File: src/rtl/lsi_pkg.sv
package lsi_pkg;
  localparam int BYTE_W = 8;
  localparam int RES_W  = 16;
  localparam int CNT_W  = 4;

  typedef enum logic [3:0] {
    ST_IDLE, ST_ADDR, ST_ADDR_ACK, ST_PTR, ST_PTR_ACK,
    ST_WR, ST_WR_ACK, ST_RD, ST_RD_ACK, ST_SKIP
  } lsi_state_e;

  typedef struct packed {
    logic start;
    logic stop;
    logic rise;
    logic fall;
  } bus_ev_t;

  localparam logic [2:0] REG_CMD    = 3'd0;
  localparam logic [2:0] REG_GAIN   = 3'd1;
  localparam logic [2:0] REG_SNS_LO = 3'd4;
  localparam logic [2:0] REG_SNS_HI = 3'd5;
  localparam logic [2:0] REG_TMR_LO = 3'd6;
  localparam logic [2:0] REG_TMR_HI = 3'd7;
endpackage

File: src/rtl/lsi_bus_events.sv
module lsi_bus_events
  import lsi_pkg::*;
(
  input  logic    clk,
  input  logic    rst_n,
  input  logic    scl_i,
  input  logic    sda_i,
  output bus_ev_t ev_o
);
  logic scl_q, sda_q;

  always_ff @(posedge clk or negedge rst_n) begin
    if (!rst_n) begin
      scl_q <= 1'b1;
      sda_q <= 1'b1;
    end else begin
      scl_q <= scl_i;
      sda_q <= sda_i;
    end
  end

  always_comb begin
    ev_o.start = scl_i & scl_q & sda_q & ~sda_i;
    ev_o.stop  = scl_i & scl_q & ~sda_q & sda_i;
    ev_o.rise  = scl_i & ~scl_q;
    ev_o.fall  = ~scl_i & scl_q;
  end
endmodule

File: src/rtl/lsi_link_fsm.sv
module lsi_link_fsm
  import lsi_pkg::*;
#(
  parameter logic [5:0] ADDR_HI = 6'b100010
) (
  input  logic              clk,
  input  logic              rst_n,
  input  bus_ev_t           ev_i,
  input  logic              sda_i,
  input  logic              addr_sel_i,
  input  logic [BYTE_W-1:0] rd_data_i,
  output logic              rd_req_o,
  output logic              wr_en_o,
  output logic [BYTE_W-1:0] wr_data_o,
  output logic [BYTE_W-1:0] ptr_o,
  output logic              sda_oe_o,
  output logic              sync_o,
  output logic              clr_o
);
  localparam logic [CNT_W-1:0] LAST_BIT = CNT_W'(BYTE_W);

  lsi_state_e        st_q;
  logic [CNT_W-1:0]  bit_q;
  logic [BYTE_W-1:0] rx_q, tx_q, ptr_q;
  logic              rw_q, mack_q, oe_q;
  logic              wr_q, sync_q, clr_q;
  logic              frame_ev, addr_hit;

  assign frame_ev = ev_i.start | ev_i.stop;
  assign addr_hit = (rx_q[BYTE_W-1:1] == {ADDR_HI, addr_sel_i});

  // A byte is fetched from the register bank at the SCL fall that opens a read byte.
  assign rd_req_o = ~frame_ev & ev_i.fall &
                    (((st_q == ST_ADDR_ACK) & rw_q) | ((st_q == ST_RD_ACK) & mack_q));

  always_ff @(posedge clk or negedge rst_n) begin
    if (!rst_n) begin
      st_q   <= ST_IDLE;
      bit_q  <= '0;
      rx_q   <= '0;
      tx_q   <= '0;
      ptr_q  <= '0;
      rw_q   <= 1'b0;
      mack_q <= 1'b0;
      oe_q   <= 1'b0;
      wr_q   <= 1'b0;
      sync_q <= 1'b0;
      clr_q  <= 1'b0;
    end else begin
      wr_q   <= 1'b0;
      sync_q <= 1'b0;
      clr_q  <= 1'b0;
      if (ev_i.stop) begin
        st_q <= ST_IDLE;
        oe_q <= 1'b0;
      end else if (ev_i.start) begin
        st_q  <= ST_ADDR;
        bit_q <= '0;
        oe_q  <= 1'b0;
      end else begin
        unique case (st_q)
          ST_ADDR, ST_PTR, ST_WR: begin
            if (ev_i.rise) begin
              rx_q  <= {rx_q[BYTE_W-2:0], sda_i};
              bit_q <= bit_q + 1'b1;
            end else if (ev_i.fall && bit_q == LAST_BIT) begin
              if (st_q == ST_ADDR) begin
                if (addr_hit) begin
                  oe_q <= 1'b1;
                  rw_q <= rx_q[0];
                  st_q <= ST_ADDR_ACK;
                end else begin
                  st_q <= ST_SKIP;
                end
              end else if (st_q == ST_PTR) begin
                oe_q   <= 1'b1;
                ptr_q  <= rx_q;
                sync_q <= rx_q[BYTE_W-1];
                clr_q  <= rx_q[BYTE_W-2];
                st_q   <= ST_PTR_ACK;
              end else begin
                oe_q <= 1'b1;
                wr_q <= 1'b1;
                st_q <= ST_WR_ACK;
              end
            end
          end
          ST_ADDR_ACK: begin
            if (ev_i.fall) begin
              bit_q <= '0;
              if (rw_q) begin
                tx_q <= rd_data_i;
                oe_q <= ~rd_data_i[BYTE_W-1];
                st_q <= ST_RD;
              end else begin
                oe_q <= 1'b0;
                st_q <= ST_PTR;
              end
            end
          end
          ST_PTR_ACK, ST_WR_ACK: begin
            if (ev_i.fall) begin
              bit_q <= '0;
              oe_q  <= 1'b0;
              st_q  <= ST_WR;
            end
          end
          ST_RD: begin
            if (ev_i.rise) begin
              bit_q <= bit_q + 1'b1;
            end else if (ev_i.fall) begin
              if (bit_q == LAST_BIT) begin
                oe_q <= 1'b0;
                st_q <= ST_RD_ACK;
              end else begin
                tx_q <= {tx_q[BYTE_W-2:0], 1'b0};
                oe_q <= ~tx_q[BYTE_W-2];
              end
            end
          end
          ST_RD_ACK: begin
            if (ev_i.rise) begin
              mack_q <= ~sda_i;
            end else if (ev_i.fall) begin
              bit_q <= '0;
              if (mack_q) begin
                tx_q <= rd_data_i;
                oe_q <= ~rd_data_i[BYTE_W-1];
                st_q <= ST_RD;
              end else begin
                oe_q <= 1'b0;
                st_q <= ST_SKIP;
              end
            end
          end
          default: oe_q <= 1'b0;
        endcase
      end
    end
  end

  assign wr_en_o   = wr_q;
  assign wr_data_o = rx_q;
  assign ptr_o     = ptr_q;
  assign sda_oe_o  = oe_q;
  assign sync_o    = sync_q;
  assign clr_o     = clr_q;
endmodule

File: src/rtl/lsi_regbank.sv
module lsi_regbank
  import lsi_pkg::*;
(
  input  logic              clk,
  input  logic              rst_n,
  input  logic [BYTE_W-1:0] ptr_i,
  input  logic              wr_en_i,
  input  logic [BYTE_W-1:0] wr_data_i,
  input  logic              rd_req_i,
  input  logic [RES_W-1:0]  sensor_i,
  input  logic [RES_W-1:0]  timer_i,
  output logic [BYTE_W-1:0] rd_data_o,
  output logic [BYTE_W-1:0] cmd_o,
  output logic [1:0]        gain_o
);
  localparam int N_RES = 2;
  localparam logic [BYTE_W-1:0] CMD_MASK = 8'hEF;

  logic [RES_W-1:0] live   [N_RES];
  logic [RES_W-1:0] snap_q [N_RES];
  logic             mapped;
  logic [2:0]       idx;
  logic [BYTE_W-1:0] cmd_q;
  logic [1:0]        gain_q;

  assign mapped  = (ptr_i[BYTE_W-1:3] == '0);
  assign idx     = ptr_i[2:0];
  assign live[0] = sensor_i;
  assign live[1] = timer_i;

  for (genvar c = 0; c < N_RES; c++) begin : g_snap
    always_ff @(posedge clk or negedge rst_n) begin
      if (!rst_n)
        snap_q[c] <= '0;
      else if (rd_req_i && mapped && idx[2] && !idx[0] && (idx[1] == c[0]))
        snap_q[c] <= live[c];
    end
  end

  always_ff @(posedge clk or negedge rst_n) begin
    if (!rst_n) begin
      cmd_q  <= '0;
      gain_q <= '0;
    end else if (wr_en_i && mapped) begin
      if (idx == REG_CMD)  cmd_q  <= wr_data_i & CMD_MASK;
      if (idx == REG_GAIN) gain_q <= wr_data_i[3:2];
    end
  end

  always_comb begin
    rd_data_o = '0;
    if (mapped) begin
      unique case (idx)
        REG_CMD:    rd_data_o = cmd_q;
        REG_GAIN:   rd_data_o = {4'b0000, gain_q, 2'b00};
        REG_SNS_LO: rd_data_o = live[0][BYTE_W-1:0];
        REG_SNS_HI: rd_data_o = snap_q[0][RES_W-1:BYTE_W];
        REG_TMR_LO: rd_data_o = live[1][BYTE_W-1:0];
        REG_TMR_HI: rd_data_o = snap_q[1][RES_W-1:BYTE_W];
        default:    rd_data_o = '0;
      endcase
    end
  end

  assign cmd_o  = cmd_q;
  assign gain_o = gain_q;
endmodule

File: src/rtl/lsi_i2c_regslave.sv
module lsi_i2c_regslave
  import lsi_pkg::*;
#(
  parameter logic [5:0] ADDR_HI = 6'b100010
) (
  input  logic              clk,
  input  logic              rst_n,
  input  logic              scl_i,
  input  logic              sda_i,
  output logic              sda_oe_o,
  input  logic              addr_sel_i,
  input  logic [RES_W-1:0]  sensor_i,
  input  logic [RES_W-1:0]  timer_i,
  output logic [BYTE_W-1:0] cmd_o,
  output logic [1:0]        gain_o,
  output logic              sync_pulse_o,
  output logic              intclr_pulse_o
);
  bus_ev_t           ev;
  logic              rd_req, wr_en;
  logic [BYTE_W-1:0] rd_data, wr_data, ptr;

  lsi_bus_events u_ev (
    .clk(clk), .rst_n(rst_n), .scl_i(scl_i), .sda_i(sda_i), .ev_o(ev)
  );

  lsi_link_fsm #(.ADDR_HI(ADDR_HI)) u_fsm (
    .clk(clk), .rst_n(rst_n), .ev_i(ev), .sda_i(sda_i),
    .addr_sel_i(addr_sel_i), .rd_data_i(rd_data), .rd_req_o(rd_req),
    .wr_en_o(wr_en), .wr_data_o(wr_data), .ptr_o(ptr),
    .sda_oe_o(sda_oe_o), .sync_o(sync_pulse_o), .clr_o(intclr_pulse_o)
  );

  lsi_regbank u_regs (
    .clk(clk), .rst_n(rst_n), .ptr_i(ptr), .wr_en_i(wr_en),
    .wr_data_i(wr_data), .rd_req_i(rd_req), .sensor_i(sensor_i),
    .timer_i(timer_i), .rd_data_o(rd_data), .cmd_o(cmd_o), .gain_o(gain_o)
  );
endmodule

File: config.mk
export PLATFORM = sky130hd
export DESIGN_NAME = lsi_i2c_regslave
export DESIGN_NICKNAME = d
export VERILOG_FILES = /design/src/rtl/lsi_pkg.sv /design/src/rtl/lsi_bus_events.sv /design/src/rtl/lsi_link_fsm.sv /design/src/rtl/lsi_regbank.sv /design/src/rtl/lsi_i2c_regslave.sv
export SDC_FILE = /design/constraint.sdc
export NUM_CORES = 1
export LEC_CHECK = 0
export ABC_CLOCK_PERIOD_IN_PS = 3030
export BUFFER_PORTS_ARGS = -buffer_cell sky130_fd_sc_hd__buf_4
export CORE_MARGIN = 5
export CORE_UTILIZATION = 50
export CTS_BUF_LIST = sky130_fd_sc_hd__clkbuf_8 sky130_fd_sc_hd__clkbuf_16
export DETAILED_ROUTE_END_ITERATION = 10
export PLACE_DENSITY = 0.78
export SLEW_MARGIN = 20
export SYNTH_ARGS = -nofsm -noshare
export SYNTH_HDL_FRONTEND = slang
export SYNTH_HIERARCHICAL = 1
export SYNTH_SLANG_ARGS = --single-unit
File: constraint.sdc
create_clock -name clk -period 3.03 [get_ports clk]
set_input_delay 0.606 -clock clk [delete_from_list [all_inputs] [get_ports clk]]
set_output_delay 0.606 -clock clk [all_outputs]
set_load 0.05 [all_outputs]
==> flow_summary.json <==
{
  "cts_htree_levels": 3,
  "yosysTopAreaCell": "dfrtp_1",
  "p_leak_nw": 1.95,
  "drc": 0,
  "fin_crit_sh_pct": 81.5,
  "wirelength_mm": 7.88,
  "synthAdderAreaFrac_pct": 0.696,
  "power.total_mw": 2.97,
  "drv_slew": 0,
  "grt_pass1_vias": 2714,
  "async_flop_share_pct": 100,
  "end_kind": "flop",
  "synth-main-ff-cell": "dfrtp_1",
  "io_buffers": 48,
  "viasPerCell": 5.74,
  "synth-simple-area-share_pct": 17.7,
  "post-route-min-period_ns": 2.47,
  "rows": 31,
  "clock_latency_ns": 0.36,
  "core_area_mm2": 0.00714,
  "grt_first_pass_wirelength_mm": 13.4,
  "crit_arrival_ns": 2.71,
  "numCtsBuffers": 9,
  "postCtsSetupRepairBufs": 0,
  "tritoncts": "built",
  "grt_util_all_layers_pct": 19.4,
  "hold_path_class": "in2async",
  "overflow": 0,
  "antennaDiodeCount": 0,
  "final-setup-viol-count": 0,
  "yosysTopAreaCellShare_pct": 43.1,
  "ios": 50,
  "seq_area_frac_synth_pct": 44.6,
  "final-seq-area_mm2": 0.00160,
  "finalHoldViolations": 0,
  "clock_skew_ns": 0.0111,
  "synth_area_mm2": 0.00360,
  "syn2layout_area_growth_pct": 17.6,
  "synth_compound_area_share_pct": 9.22,
  "slew_headroom_pct": 46.3,
  "setup_tns_ns": 0,
  "worstPathRequired_ns": 3.27,
  "tightest_slew_ns": 0.805,
  "synth-xor-area-share_pct": 0.487,
  "cts.clk_slew.worst_paths_ns": 0.07,
  "syn_avg_cell_area_um2": 11.9,
  "multi_input_area_mm2": 0.00188,
  "first_pass_iters": 6,
  "rsz0062_at_grt": "no",
  "drtAntennaViolNets": 0,
  "cts_hold_buf": 0,
  "cts_buffer_depth": 2,
  "synth_fp_nets": 341,
  "fill_cells": 601,
  "dpl.hpwl_mm": 5.64,
  "synth_edf_count": 0,
  "syn-instance-count": 302,
  "wire_per_inst_um": 17.3,
  "cts_root_buf": "clkbuf_8",
  "synth_top_family_by_area": "multiplexers",
  "status": "finished, final reports clean",
  "ir_drop_mv": 0.384,
  "powerDensity_mw_per_mm2": 701,
  "grt_max_degree": 65,
  "antenna_found_initial": 0,
  "die_w_um": 94.8,
  "clock_sinks": 64,
  "dr.first_iter.drc_count": 203,
  "ctsResizeCount": 0,
  "cp-start-kind": "flop",
  "gp_congestion": 0.912,
  "path_max_fanout": 8,
  "nNetsFinal": 391,
  "die-area_mm2": 0.00899,
  "synth_seq_cells": 64,
  "vias": 2616,
  "maxCapViolCount": 0,
  "crit_type": "reg2reg",
  "synth_cell_types": 60,
  "ys_top_cells_by_area": "dfrtp_1, mux2_2, mux2i_1",
  "start_util_pct": 50.4,
  "drive_above_1_share_pct": 42.9,
  "muxShareOfSynthArea_pct": 24.1,
  "yosysWarnings": 6,
  "die_h_um": 94.8,
  "fmax_mhz": 405
}
## report_power, final
part           switching [mW]  total [mW]  leakage (nW)  internal, mW
logic                   0.595        1.13          1.00         0.535
registers               0.181        1.17         0.862         0.987
clock network           0.351       0.670        0.0845         0.319
total                    1.13        2.97          1.95          1.84
## placed cells by master (no fill, tap or decap), types with 4 or more instances in the layout
cell | synthesis | routed
dfrtp_1 | 62 | 62
mux2_2 | 55 | 55
buf_4 | 3 | 54
nand2_1 | 16 | 16
nor2_1 | 13 | 13
nand3_1 | 12 | 12
o21ai_0 | 11 | 11
mux2i_1 | 11 | 11
clkbuf_8 | 0 | 10
nor2b_1 | 10 | 10
inv_1 | 9 | 9
or3_1 | 6 | 6
a21oi_1 | 5 | 5
a221oi_1 | 5 | 5
nor3_1 | 4 | 4
mux2_4 | 4 | 4
o21bai_1 | 4 | 4
## kinds of logic (layout without fill, tap and decap cells)
kind of cell | Yosys count | count (layout)
xor gates and xnor gates | 2 | 2
buffers and inverters | 24 | 79
muxes | 74 | 74
other | 1 | 1
adders and majority gates | 2 | 2
AOI/OAI and AO/OA | 41 | 41
and+or+nand+nor | 94 | 94
DFF | 64 | 64
## final timing paths
path | start | to | slack [ns] | cells past startpoint
max | u_ev/sda_q$_DFF_PN1_ | u_regs/snap_q[8]$_DFFE_PN0P_ | 0.56 | 7
min | rst_n | u_fsm/st_q[3]$_DFFE_PN0P_ | 0.35 | 1
max reg2reg | u_ev/sda_q$_DFF_PN1_ | u_regs/snap_q[8]$_DFFE_PN0P_ | 0.56 | 7
min reg2reg | u_regs/snap_q[13]$_DFFE_PN0P_ | u_regs/snap_q[13]$_DFFE_PN0P_ | 0.49 | 1
max in group asynchronous | rst_n | u_fsm/bit_q[1]$_DFFE_PN0P_ | 2.17 | 1
min in group clk | scl_i | u_ev/scl_q$_DFF_PN1_ | 0.38 | 1
## cell type report
class,count,area share (%)
Multi-Input combinational cell,214,44.5
Tap cell,99,2.93
Inverter,9,0.798
Sequential cell,64,37.9
Clock inverter,6,1.06
Clock buffer,10,3.25
Timing Repair Buffer,54,9.58
## metal layers
| metal | routed length [µm] | global-route usage [%] | vias up |
|---|---|---|---|
| met5 | 0 | 0 | - |
| met4 | 112 | 6.73 | 0 |
| met3 | 505 | 6.06 | 14 |
| met2 | 3710 | 29.7 | 87 |
| met1 | 3550 | 26.0 | 1303 |
| li1 | - | - | 1212 |
## critical path, stage by stage, from the launching register on
cell and delay (ns):
dfstp_2 0.53, and4b_1 0.28, nor2_1 0.17, nand3_1 0.10
nor2_1 0.11, nand3b_1 0.18, nor4b_4 0.58, mux2_2 0.41
## through the flow
stage               area (µm²)  hold WS (ns)  instances  utilization, %  setup WS, ns
CTS                       4230         0.368        456            59.3         0.557
detailed placement        4050         0.476        440            56.7         0.332
global placement          4050         0.461        440            56.7         0.393
global route              4230         0.365        456            59.3         0.353
finish                    4230         0.348        456            59.3         0.562
floorplan                 3600         0.310        302               -         0.466
## sequential cells by signal (all words and copies together) (netlist names), 2 cells and up
signal and cells:
u_regs/gain_o 2, u_fsm/st_q 4, u_fsm/bit_q 4, u_fsm/tx_q 7
u_regs/cmd_o 7, u_fsm/wr_data_o 8, u_fsm/ptr_o 8, u_regs/snap_q 16
## cells in the mapped netlist (2+ instances only)
library cell / instances
nor4bb_1: 2
or3_1: 6
mux2_2: 55
buf_4: 3
nand2_1: 16
dfrtp_1: 62
nor2_1: 13
xnor2_1: 2
a21oi_1: 5
or2_2: 3
dfstp_2: 2
nand3_1: 12
and3_1: 3
o21bai_1: 4
or4_1: 2
mux2_4: 4
inv_1: 9
or4b_4: 3
a221oi_1: 5
nand3b_1: 2
a22oi_1: 2
nor4_4: 2
nor2b_1: 10
nor3b_1: 2
buf_2: 2
nor4b_4: 2
clkbuf_1: 7
ha_1: 2
mux2i_1: 11
mux4_2: 3
buf_1: 2
and4b_1: 3
o21ai_0: 11
nor3_1: 4
Note: power is estimated with default switching activity, not from simulation.
